File: src/rtl/ddr_rdv_pkg.sv
package ddr_rdv_pkg;
  localparam int RL_W        = 5;
  localparam int DLY_W       = 4;
  localparam int TS_W        = 8;
  localparam int BURST_PAIRS = 4;

  typedef logic [RL_W-1:0]  rl_t;
  typedef logic [DLY_W-1:0] dly_t;
  typedef logic [TS_W-1:0]  ts_t;

  function automatic dly_t dly_clamp(dly_t d);
    return (d == '0) ? dly_t'(1) : d;
  endfunction

  // true once now has reached or passed due (wrap-safe)
  function automatic logic ts_reached(ts_t now, ts_t due);
    ts_t diff;
    diff = now - due;
    return !diff[TS_W-1];
  endfunction
endpackage

File: src/rtl/rdv_fifo.sv
module rdv_fifo #(
  parameter int W     = 32,
  parameter int DEPTH = 8
) (
  input  logic         clk_i,
  input  logic         rst_ni,
  input  logic         push_i,
  input  logic [W-1:0] wdata_i,
  input  logic         pop_i,
  output logic [W-1:0] rdata_o,
  output logic         full_o,
  output logic         empty_o
);
  localparam int AW = (DEPTH > 1) ? $clog2(DEPTH) : 1;
  localparam logic [AW-1:0] LAST_P = AW'(DEPTH - 1);
  localparam logic [AW:0]   FULL_C = (AW+1)'(DEPTH);

  logic [W-1:0]  mem_q [DEPTH];
  logic [AW-1:0] wptr_q, rptr_q;
  logic [AW:0]   cnt_q;
  logic          do_push, do_pop;

  assign full_o  = (cnt_q == FULL_C);
  assign empty_o = (cnt_q == '0);
  assign do_push = push_i && !full_o;
  assign do_pop  = pop_i && !empty_o;
  assign rdata_o = mem_q[rptr_q];

  always_ff @(posedge clk_i) begin
    if (do_push) mem_q[wptr_q] <= wdata_i;
  end

  always_ff @(posedge clk_i or negedge rst_ni) begin
    if (!rst_ni) begin
      wptr_q <= '0;
      rptr_q <= '0;
      cnt_q  <= '0;
    end else begin
      if (do_push) wptr_q <= (wptr_q == LAST_P) ? '0 : wptr_q + 1'b1;
      if (do_pop)  rptr_q <= (rptr_q == LAST_P) ? '0 : rptr_q + 1'b1;
      case ({do_push, do_pop})
        2'b10:   cnt_q <= cnt_q + 1'b1;
        2'b01:   cnt_q <= cnt_q - 1'b1;
        default: cnt_q <= cnt_q;
      endcase
    end
  end

  AST_FULL_PUSH_DROPPED: assert property (@(posedge clk_i) disable iff (!rst_ni)
    full_o && push_i && !pop_i |=> $stable(cnt_q) && $stable(wptr_q));
  AST_POP_EMPTY_HARMLESS: assert property (@(posedge clk_i) disable iff (!rst_ni)
    empty_o && pop_i && !push_i |=> $stable(rptr_q) && empty_o);
endmodule

File: src/rtl/rdv_beat_gen.sv
module rdv_beat_gen
  import ddr_rdv_pkg::*;
(
  input  logic clk_i,
  input  logic rst_ni,
  input  logic head_vld_i,
  input  ts_t  head_due_i,
  input  ts_t  now_i,
  output logic start_o,
  output logic valid_o
);
  localparam int BW = (BURST_PAIRS > 1) ? $clog2(BURST_PAIRS) : 1;
  localparam logic [BW-1:0] LAST_B = BW'(BURST_PAIRS - 1);

  logic          valid_q;
  logic [BW-1:0] beat_q;

  // next burst may follow the last beat of the current one with no gap
  assign start_o = head_vld_i && ts_reached(now_i, head_due_i)
                   && (!valid_q || beat_q == LAST_B);
  assign valid_o = valid_q;

  always_ff @(posedge clk_i or negedge rst_ni) begin
    if (!rst_ni) begin
      valid_q <= 1'b0;
      beat_q  <= '0;
    end else if (start_o) begin
      valid_q <= 1'b1;
      beat_q  <= '0;
    end else if (valid_q) begin
      if (beat_q == LAST_B) valid_q <= 1'b0;
      else                  beat_q  <= beat_q + 1'b1;
    end
  end

  AST_BURST_HOLDS: assert property (@(posedge clk_i) disable iff (!rst_ni)
    valid_q && beat_q != LAST_B |=> valid_q);
  AST_START_NEEDS_READ: assert property (@(posedge clk_i) disable iff (!rst_ni)
    $rose(valid_q) |-> $past(head_vld_i));
endmodule

File: src/rtl/ddr_rd_valid_timer.sv
module ddr_rd_valid_timer
  import ddr_rdv_pkg::*;
#(
  parameter int DQ_W       = 16,
  parameter int PEND_DEPTH = 4,
  parameter int FIFO_DEPTH = 8
) (
  input  logic              clk_i,
  input  logic              rst_ni,
  input  logic              rd_cmd_i,
  input  logic [RL_W-1:0]   rd_lat_i,
  input  logic [DLY_W-1:0]  rd_dly_i,
  input  logic              cap_we_i,
  input  logic [DQ_W-1:0]   cap_rise_i,
  input  logic [DQ_W-1:0]   cap_fall_i,
  output logic              rd_valid_o,
  output logic [2*DQ_W-1:0] rd_data_o,
  output logic              pend_full_o,
  output logic              cap_ovf_o
);
  localparam int PW = 2 * DQ_W;

  ts_t  ts_q, due_d, head_due;
  logic head_empty, start, valid;
  logic dat_full, dat_empty, ovf_q;

  assign due_d = ts_q + ts_t'(rd_lat_i) + ts_t'(dly_clamp(rd_dly_i));

  always_ff @(posedge clk_i or negedge rst_ni) begin
    if (!rst_ni) begin
      ts_q  <= '0;
      ovf_q <= 1'b0;
    end else begin
      ts_q <= ts_q + 1'b1;
      if (cap_we_i && dat_full) ovf_q <= 1'b1;
    end
  end

  rdv_fifo #(.W(TS_W), .DEPTH(PEND_DEPTH)) u_pend (
    .clk_i   (clk_i),
    .rst_ni  (rst_ni),
    .push_i  (rd_cmd_i),
    .wdata_i (due_d),
    .pop_i   (start),
    .rdata_o (head_due),
    .full_o  (pend_full_o),
    .empty_o (head_empty)
  );

  rdv_beat_gen u_beat (
    .clk_i      (clk_i),
    .rst_ni     (rst_ni),
    .head_vld_i (!head_empty),
    .head_due_i (head_due),
    .now_i      (ts_q),
    .start_o    (start),
    .valid_o    (valid)
  );

  rdv_fifo #(.W(PW), .DEPTH(FIFO_DEPTH)) u_rdata (
    .clk_i   (clk_i),
    .rst_ni  (rst_ni),
    .push_i  (cap_we_i),
    .wdata_i ({cap_fall_i, cap_rise_i}),
    .pop_i   (valid && !dat_empty),
    .rdata_o (rd_data_o),
    .full_o  (dat_full),
    .empty_o (dat_empty)
  );

  assign rd_valid_o = valid;
  assign cap_ovf_o  = ovf_q;

  AST_OVF_STICKY: assert property (@(posedge clk_i) disable iff (!rst_ni)
    cap_ovf_o |=> cap_ovf_o);
  AST_FULL_CMD_IGNORED: assert property (@(posedge clk_i) disable iff (!rst_ni)
    pend_full_o && rd_cmd_i && !start |=> pend_full_o);
  AST_VALID_NEEDS_PENDING: assert property (@(posedge clk_i) disable iff (!rst_ni)
    $rose(rd_valid_o) |-> $past(!head_empty));
endmodule

File: config.mk
export PLATFORM = sky130hd
export DESIGN_NAME = ddr_rd_valid_timer
export DESIGN_NICKNAME = d
export VERILOG_FILES = /design/src/rtl/ddr_rdv_pkg.sv /design/src/rtl/rdv_fifo.sv /design/src/rtl/rdv_beat_gen.sv /design/src/rtl/ddr_rd_valid_timer.sv
export SDC_FILE = /design/constraint.sdc
export NUM_CORES = 1
export LEC_CHECK = 0
export ABC_CLOCK_PERIOD_IN_PS = 10900
export BUFFER_PORTS_ARGS = -buffer_cell sky130_fd_sc_hd__buf_4
export CAP_MARGIN = 5
export CELL_PAD_IN_SITES_DETAIL_PLACEMENT = 1
export CELL_PAD_IN_SITES_GLOBAL_PLACEMENT = 2
export CORE_ASPECT_RATIO = 0.5
export CORE_UTILIZATION = 50
export CTS_CLUSTER_DIAMETER = 100
export DETAILED_ROUTE_END_ITERATION = 10
export PLACE_DENSITY = 0.83
export SLEW_MARGIN = 15
export SYNTH_ARGS = -nofsm -noshare
export SYNTH_HDL_FRONTEND = slang
export SYNTH_SLANG_ARGS = --single-unit
File: constraint.sdc
create_clock -name clk_i -period 10.9 [get_ports clk_i]
set_input_delay 1.09 -clock clk_i [delete_from_list [all_inputs] [get_ports clk_i]]
set_output_delay 1.09 -clock clk_i [all_outputs]
set_load 0.01 [all_outputs]
==> flow_summary.toml, run 1 <==
[status]
status = "finished, final reports clean"

[global_route]
grt_pass1_vias = 6679
grt_overflow = 0
grtUsageTotal_pct = 19.8
grt_max_degree = 47
grt_pass1_wl_um = 38800
antenna_found_initial = 0

[yosys]
synth-adder-area-share_pct = 3.74
syn_area_sq_um = 12800
synth_xor_area_share_pct = 1.37
synthCells = 616
yosys_warnings = 0
yosys-mux-area-fraction_pct = 16.2
synth_top_area_share_pct = 67.7
ys_async_sr_fraction_pct = 9.15
synthesis.nets = 695
yosys.area_share.simple_pct = 2.34
synth.area.top_cells = "edfxtp_1, mux4_2, dfrtp_1"
synth_area_per_cell_sq_um = 20.7
yosys.area.top_type = "edfxtp_1"
synth-compound-area-share_pct = 1.37
synth_cell_type_count = 41
synth_top_family_by_area = "multiplexers"
synth_edf_count = 288
synthTopCellsByCount = "edfxtp_1, mux4_2, mux2_2"
synth.most_common_cell = "edfxtp_1"
ys_ff_latch = 317
ys_seq_area_share_pct = 73.4
ys.flop_type = "edfxtp_1"

[clocking]
cts.htree.levels = 1
clockBufferDepth = 3
tritoncts = "yes"
cts_resized = 0
cts_made_buffers = 28
clock_latency_ns = 0.56
root_buffer = "clkbuf_16"
clk_pin_slew_ns = 0.07
hold_buffers = 0
clock-sinks = 317
post_cts_buffers = 0

[critical_path]
worstPathMaxFanout = 46
cp.arrival_ns = 3.23
slowest_delay_ns = 0.81
cpMostUsedCell = "buf_4"
path_cells = "buf_4, mux4_2, mux2_2, buf_4"
path_class = "register to output port"
cp.required_ns = 9.81
worstSetupEndpointType = "output port"
critPathSlowestCell = "buf_4"
start_kind = "register"

[routing]
vias_per_cell = 5.61
num_vias = 6004
drt_wl_total_um = 25000
antenna_left = 0
drt_iter0_markers = 392
drc = 0
dr.pass1.iters = 4
wl_per_cell_um = 23.3

[power]
finalPower_mw = 3.89
p_per_area_nw_per_um2 = 264
p_leak_nw = 5.10
max-vdd-ir-drop_mv = 0.130

[cells_and_area]
final_nets = 793
final_core_util_pct = 60.1
stdcell_count = 1071
syn_to_final_growth_pct = 15.4
fill_cells = 2097
antenna_cells = 0
design_area_sq_um = 14700
drive_above_1_share_pct = 33.7

[placement]
hpwl_um = 14200
numPortBuffers = 79
place_worst_setup_slack_ns = 7.04
place.gp.congestion = 0.690
dp.cells = 1020
dpl_cell_area_sq_um = 13800

[timing]
timing.hold.ws_ns = 0.457
setup_viol = 0
rsz0062_at_grt = "no"
fmax_ghz = 0.231
finalHoldViolCount = 0
fin_worst_skew_ns = 0.0110
timing.final.crit_share_pct = 39.6
fin_crit_ns = 4.32
worstMarginPinSlew_ns = 0.962
drv_slew = 0
slew_headroom_pct = 35.8
timing.final.ws_setup_ns = 6.58
tns_ns = 0

[floorplan]
dieArea_sq_um = 26200
io_pins = 80
core.rowCount = 40
dieWidth_um = 228
core_sq_um = 24500
die_y_um = 115
start_util_pct = 52.1

[flow_run]
drv_cap = 0

[worst_hold_path]
hold_path_class = "input port to asynchronous set/reset pin"
[cells by family (layout without fill, tap and decap cells)]
group | count (synthesis) | in the layout
AO/OA/AOI/OAI | 26 | 26
XOR/XNOR | 20 | 20
adder cells (fa/ha/maj) | 34 | 34
buffers and inverters | 47 | 166
flip-flops | 317 | 317
multiplexers | 111 | 111
AND/OR/NAND/NOR | 61 | 61
[worst max-delay path: cells and delay by family, from the launching register on]
kind / cells / cell delay [ns]
mux: 2 / 0.95
buf+inv: 2 / 0.97
flops: 1 / 0.70
[path summary, 6_finish.rpt]
kind                                          startpoint                            end  slack (ns)  cells past startpoint
setup / recovery           u_rdata.rptr_q[0]$_DFFE_PN0P_                   rd_data_o[4]        6.58                      4
hold / removal                                    rst_ni    u_pend.cnt_q[1]$_DFFE_PN0P_        0.46                      1
setup reg to reg            u_pend.rptr_q[0]$_DFFE_PN0P_    u_pend.cnt_q[2]$_DFFE_PN0P_        7.12                     13
hold reg to reg              u_pend.cnt_q[2]$_DFFE_PN0P_    u_pend.cnt_q[2]$_DFFE_PN0P_        0.51                      1
max in group asynchronous                         rst_ni  u_rdata.rptr_q[0]$_DFFE_PN0P_       10.12                      1
min in group clk_i           u_pend.cnt_q[2]$_DFFE_PN0P_    u_pend.cnt_q[2]$_DFFE_PN0P_        0.51                      1
[area by class of cell]
cell class	count	area, sq um	share of cell area, %
repair buffers	91	683	4.64
clock buffers	30	708	4.81
well taps	336	420	2.85
inverters	24	90.1	0.612
flip-flops and latches	317	9380	63.7
multi-input cells	252	3250	22.1
clock inverters	21	196	1.33
[sequential cells by signal (all words and copies together) (netlist names)]
| signal | count |
|---|---|
| u_pend.mem_q | 32 |
| u_rdata.mem_q | 256 |
| u_beat.valid_o | 1 |
| u_rdata.cnt_q | 4 |
| u_rdata.rptr_q | 3 |
| u_rdata.wptr_q | 3 |
| cap_ovf_o | 1 |
| u_pend.wptr_q | 2 |
| ts_q | 8 |
| u_beat.beat_q | 2 |
| u_pend.cnt_q | 3 |
| u_pend.rptr_q | 2 |
[power by group]
group | internal, mW | switching [mW]
Clock | 0.543 | 0.439
Sequential | 1.55 | 0.128
Combinational | 0.633 | 0.593
Total | 2.73 | 1.16
[per-layer routing]
metal | up-vias | GRT usage [%] | share of wire, %
met1 | 3160 | 26.1 | 43
li1 | 2669 | - | -
met3 | 35 | 3.40 | 4.4
met2 | 140 | 35.6 | 51
met4 | 0 | 3.49 | 1.3
met5 | - | 0 | 0
[placed cells by master, fill, tap and decap left out, types with 2 or more instances in the layout]
cell type   Yosys  final
clkinv_2        0      6
inv_1          24     24
mux4_2         65     65
clkinvlp_4      0      5
mux2i_1         3      3
a21o_1          5      5
nand2_1        19     19
nand4_1         2      2
nand2b_1        5      5
dfrtp_1        29     27
mux4_1          6      6
o21ai_0         8      8
fa_1            7      7
mux2_2         33     33
or3_1           2      2
xor2_1          6      6
edfxtp_1      288    288
and3_1          2      2
nor2b_1         3      3
xnor2_1        14     14
nor2_4          0      3
clkbuf_16       0     28
nor3_1          9      5
bufinv_16       0      3
a21oi_1         6      6
nand3_1         3      3
clkbuf_1       14      2
mux2_1          2      2
ha_1           27     27
nor2_1          9      6
and2_1          4      4
nor3_2          0      4
clkinv_1        0      6
buf_4           0     91
No activity file was read; power rests on OpenSTA's default activity.
==> inputs of run 2 (changes only) <==
Settings changed: ABC_CLOCK_PERIOD_IN_PS 10900 to 4500, CORE_UTILIZATION 50 to 47, PLACE_DENSITY 0.83 to 0.79.
Clock period 10.9 ns to 4.5 ns, I/O delays scaled along.
==> run 2 against run 1 <==
Effect of this change:
- hold slack got worse by 0.35 ns
- non-clock buffer count increased by 1
- register-to-register slack got worse by 6.4 ns
- global-route usage decreased by 1.0 points
- setup slack got worse by 5.9 ns
- wire length increased by 0.16%
- sequential cell count unchanged
- die area increased by 6.3%
- sequential share of layout area decreased by 0.12 points
- combinational power increased by 140%
- critical path type is now register to register
==> flow_summary.toml, run 2 (same netlist as run 1, synthesis figures left out) <==
[status]
status = "finished, final reports clean"

[timing]
worstMarginPinSlew_ns = 0.983
drv_slew = 0
finalHoldViolCount = 0
setup_viol = 0
fmax_ghz = 0.263
timing.hold.ws_ns = 0.107
tns_ns = 0
timing.final.crit_share_pct = 84.5
slew_headroom_pct = 34.5
fin_worst_skew_ns = 0.0229
timing.final.ws_setup_ns = 0.697
rsz0062_at_grt = "no"
fin_crit_ns = 3.80

[cells_and_area]
drive_above_1_share_pct = 33.0
final_core_util_pct = 55.6
layout_commonest_cell = "edfxtp_1"
largest_reg_flops = 256
final_cell_mix = "edfxtp_1, buf_4, mux4_2"
reg_top3 = "u_rdata.mem_q: 256 flops, u_pend.mem_q: 32 flops, ts_q: 8 flops"
antenna_cells = 0
syn_to_final_growth_pct = 15.6
stdcell_count = 1089
final_nets = 794
top_register = "u_rdata.mem_q"
design_area_sq_um = 14800

[clocking]
tritoncts = "yes"
cts.htree.levels = 1
cts_resized = 0
cts_made_buffers = 28
post_cts_buffers = 0
clk_pin_slew_ns = 0.06
clock_latency_ns = 0.57
hold_buffers = 1
clock-sinks = 317
root_buffer = "clkbuf_16"
clockBufferDepth = 3

[floorplan]
start_util_pct = 48.1
dieWidth_um = 235
io_pins = 80
core.rowCount = 42
die_y_um = 119
core_sq_um = 26500
dieArea_sq_um = 27900

[critical_path]
rr_endpoint = "u_pend.cnt_q[2]$_DFFE_PN0P_"
path_class = "register to register"
crit_buf_inv = 2
cp.arrival_ns = 4.28
critPathSlowestCell = "dfrtp_1"
slowest_delay_ns = 0.68
r2r_cells = 13
start_kind = "register"
path_cells = "mux4_1, inv_1, ha_1, nand4_1, a311oi_2, a211oi_2, mux2i_2, ha_1, inv_1, fa_1, xor2_1, nor2_1, xor2_1"
worstSetupEndpointType = "register"
r2r-start = "u_pend.rptr_q[0]$_DFFE_PN0P_"
cp.required_ns = 4.97
regToRegSetupSlack_ns = 0.70
cp_top_family = "multiplexers"
crit_start = "u_pend.rptr_q[0]$_DFFE_PN0P_"
worstPathMaxFanout = 12

[global_route]
grt_max_degree = 54
antenna_found_initial = 0
grt_pass1_wl_um = 38900
grt_overflow = 0
grtUsageTotal_pct = 18.8
grt_pass1_vias = 6574

[placement]
hpwl_um = 14600
place.gp.congestion = 0.725
dpl_cell_area_sq_um = 13900
place_worst_setup_slack_ns = 0.669
numPortBuffers = 79
dp.cells = 1036

[worst_hold_path]
hold_path_class = "input port to register"
hold_path.startpoint = "cap_fall_i[3]"
min_delay_worst_endpoint = "u_rdata.mem_q[3][19]$_DFFE_PP_"
min_delay_path_depth = 1

[routing]
drt_iter0_markers = 312
wl_per_cell_um = 23.0
dr.pass1.iters = 4
num_vias = 5935
drc = 0
drt_wl_total_um = 25000
vias_per_cell = 5.45
antenna_left = 0

[power]
max-vdd-ir-drop_mv = 0.284
finalPower_mw = 9.40
p_per_area_nw_per_um2 = 637
p_leak_nw = 5.12

[flow_run]
drv_cap = 0
run 2: changes by cell type in the layout (fill, tap and decap cells not counted):
cell	change
dlygate4sd3_1	+1
clkbuf_8	+1
clkinv_16	+1
clkinvlp_4	-5
clkinv_4	+1
bufinv_16	-1
clkinv_1	-1
clkbuf_1	+7
buf_12	+1
clkinv_2	-1
clkinv_8	-1
buf_4	-1
run 2: where the power goes:
group	leakage [nW]	internal (mW)	switching (mW)	total [mW]
combinational	1.73	1.55	1.38	2.93
clock	0.434	1.29	1.06	2.35
sequential	2.95	3.75	0.369	4.12
run 2: final cells by class:
type	instances	area (sq um)
Clock buffer	38	748
Clock inverter	14	143
Fill cell	2305	11800
Inverter	24	90.1
Multi-Input combinational cell	252	3250
Sequential cell	317	9380
Tap cell	352	440
Timing Repair Buffer	92	706
run 2: worst max path at each step:
| stage | depth (start not counted) | slack (ns) | to |
|---|---|---|---|
| 6_report | 13 | 0.70 | u_pend.cnt_q[2]$_DFFE_PN0P_ |
| 5_1_grt | 13 | 0.38 | u_pend.cnt_q[2]$_DFFE_PN0P_ |
| 4_1_cts | 13 | 0.62 | u_pend.cnt_q[2]$_DFFE_PN0P_ |
| 3_5_place_dp | 13 | 0.67 | u_pend.cnt_q[2]$_DFFE_PN0P_ |
| 3_3_place_gp | 13 | 0.81 | u_pend.cnt_q[2]$_DFFE_PN0P_ |
| 2_1_floorplan | 4 | 0.18 | u_rdata.mem_q[0][0]$_DFFE_PP_ |
run 2: routing by layer:
metal / track usage, % / part of all wire [%] / vias to the layer above
met3: 3.20 / 3.5 / 31
met2: 33.3 / 52 / 98
met1: 24.5 / 43 / 3135
met5: 0 / 0 / -
li1: - / - / 2671
met4: 3.95 / 1.5 / 0
==> inputs of run 3 (changes only) <==
Settings changed: ABC_AREA from default to 1, ABC_CLOCK_PERIOD_IN_PS 4500 to 3500, CORE_UTILIZATION 47 to 42.
Clock period 4.5 ns to 3.5 ns, I/O delays scaled along.
==> run 3 against run 2 <==
Effect of this change:
- wire length rose by 22%
- utilization shrank 5.7 points
- largest cell class unchanged
- synthesized cell count rose by 69%
- first-iteration DRC count up 43%
- clock skew fell by 0.011 ns
- power rose by 38%
==> flow_summary.toml, run 3 <==
[cells_and_area]
final_nets = 1201
final_cell_mix = "edfxtp_1, nor2_1, o21ai_0"
largest_reg_flops = 256
layout_commonest_cell = "edfxtp_1"
fill_cells = 3105
drive_above_1_share_pct = 15.3
syn_to_final_growth_pct = 16.2
top_register = "u_rdata.mem_q"
final_core_util_pct = 49.9
antenna_cells = 0
reg_top3 = "u_rdata.mem_q: 256 flops, u_pend.mem_q: 32 flops, ts_q: 8 flops"
stdcell_count = 1566

[yosys]
synth_cell_type_count = 35
syn_area_sq_um = 13100
synth_edf_count = 288
synthesis.nets = 1122
synth_area_per_cell_sq_um = 12.5
synth.most_common_cell = "edfxtp_1"
yosys.area.top_type = "edfxtp_1"
yosys_warnings = 0
ys.flop_type = "edfxtp_1"
ys_ff_latch = 317
ys_async_sr_fraction_pct = 9.15
synth.area.top_cells = "edfxtp_1, nor2_1, dfrtp_1"
synthTopCellsByCount = "edfxtp_1, nor2_1, o21ai_0"
synthCells = 1043
synth_top_area_share_pct = 66.1
ys_seq_area_share_pct = 71.7

[critical_path]
path_class = "register to register"
cp.arrival_ns = 3.68
path_cells = "inv_6, nand2_1, a32o_1, ha_1, a21oi_1, nor2_1, a211oi_2, nand2_1, nand2_1, nand4_2, inv_1, ha_1, inv_1, fa_1, a21oi_1, o21ai_0, xor2_1"
slowest_delay_ns = 0.50
worstPathMaxFanout = 16
r2r_cells = 17
cpMostUsedCell = "nand2_1"
critPathSlowestCell = "dfrtp_2"
start_kind = "register"
worstSetupEndpointType = "register"
cp.required_ns = 3.93

[routing]
wl_per_cell_um = 19.5
num_vias = 8182
dr.pass1.iters = 4
drt_iter0_markers = 446
vias_per_cell = 5.22
drt_wl_total_um = 30600
antenna_left = 0
drc = 0

[timing]
fin_worst_skew_ns = 0.0117
setup_viol = 0
fmax_ghz = 0.308
fin_crit_ns = 3.25
timing.final.crit_share_pct = 92.8
slew_headroom_pct = 45.9
tns_ns = 0
drv_slew = 0
worstMarginPinSlew_ns = 0.812
finalHoldViolCount = 0
timing.hold.ws_ns = 0.0203

[worst_hold_path]
min_delay_path_depth = 1
hold_path_class = "input port to register"

[clocking]
clock-sinks = 317
clk_pin_slew_ns = 0.06
tritoncts = "yes"
clockBufferDepth = 3
root_buffer = "clkbuf_16"
clock_latency_ns = 0.56
cts.htree.levels = 1
cts_made_buffers = 29

[floorplan]
dieWidth_um = 252
die_y_um = 127
core_sq_um = 30500
dieArea_sq_um = 31900
core.rowCount = 45
start_util_pct = 42.9
io_pins = 80

[global_route]
grt_max_degree = 94
grt_pass1_wl_um = 48200
grtUsageTotal_pct = 19.4
antenna_found_initial = 0
grt_pass1_vias = 8906
grt_overflow = 0

[power]
sw_frac_of_total_pct = 36.4
max-vdd-ir-drop_mv = 0.472
switchingPower_mw = 4.72
p_seq_share_pct = 39.4
p_leak_nw = 5.45
pwr-share-clk_pct = 23.5
p_comb_share_pct = 37.1
p_per_area_nw_per_um2 = 854
power.internal_mw = 8.25

[placement]
numPortBuffers = 79
place.gp.congestion = 0.737
hpwl_um = 17800
dp.cells = 1507

[status]
status = "finished, final reports clean"

[flow_run]
drv_cap = 0
==> run 3: metal layers <==
layer  global-route usage, %  part of all wire (%)  wire, um  vias up
met5                       0                     0         0        -
met4                    4.45                   1.5       473        0
met3                    2.77                   4.1      1250       39
met2                    35.8                    52     15900      133
met1                    24.3                    42     13000     4136
li1                        -                     -         -     3874
==> run 3: logic make-up after synthesis <==
kind of cell | synth area share [%]
AND/OR/NAND/NOR | 10.3
flip-flops | 71.7
AO/OA/AOI/OAI | 9.84
buffers and inverters | 3.32
adder cells (fa/ha/maj) | 3.66
XOR/XNOR | 1.20
==> run 3: timing repair <==
action	CTS	global route
hold buffers	1	0
setup endpoints to repair	0	1
setup buffers	0	5
gates resized for setup	0	4
endpoints found under the hold margin	29	0
==> run 3: metrics by stage <==
stage	area [sq um]	total power, mW	setup WS, ns
2_1_floorplan	13100	8.11	0.299
6_report	15200	13.0	0.251
5_1_grt	15200	13.8	-0.00263
4_1_cts	15100	13.1	0.0933
3_5_place_dp	14200	10.0	0.116
3_3_place_gp	14200	9.79	0.179
==> run 3: layout make-up <==
cell class | instances | area, sq um | area share [%]
clock buffers | 37 | 766 | 5.04
clock inverters | 15 | 123 | 0.807
inverters | 46 | 183 | 1.20
multi-input cells | 624 | 3330 | 21.9
flip-flops and latches | 317 | 9380 | 61.8
well taps | 423 | 529 | 3.48
repair buffers | 103 | 876 | 5.77
repair inverters | 1 | 5.00 | 0.0329
==> run 3: worst max-delay path, delay by kind of cell (launching register included) <==
family	cells	cell delay, ns
compound gates	5	0.87
fa+ha+maj	3	0.80
flops	1	0.50
simple gates	5	0.46
buf+inv	3	0.31
xor+xnor	1	0.16
==> run 3: path summary, 6_finish.rpt <==
check                                             start                        endpoint  slack (ns)
min reg2reg                 u_pend.cnt_q[0]$_DFFE_PN0P_     u_pend.cnt_q[0]$_DFFE_PN0P_        0.49
min in group asynchronous                        rst_ni               ts_q[7]$_DFF_PN0_        0.27
max                        u_pend.rptr_q[0]$_DFFE_PN0P_     u_pend.cnt_q[2]$_DFFE_PN0P_        0.25
max reg2reg                u_pend.rptr_q[0]$_DFFE_PN0P_     u_pend.cnt_q[2]$_DFFE_PN0P_        0.25
min                                       cap_fall_i[1]  u_rdata.mem_q[3][17]$_DFFE_PP_        0.02
max in group asynchronous                        rst_ni   u_rdata.rptr_q[0]$_DFFE_PN0P_        2.90
==> run 3: power groups by stage <==
stage,clock (mW),sequential [mW],combinational (mW)
finish,3.04,5.11,4.81
global route,3.24,5.17,5.39
CTS,3.11,5.11,4.88
detailed placement,0,5.19,4.82
global placement,0,5.15,4.64
floorplan,0,5.04,3.07
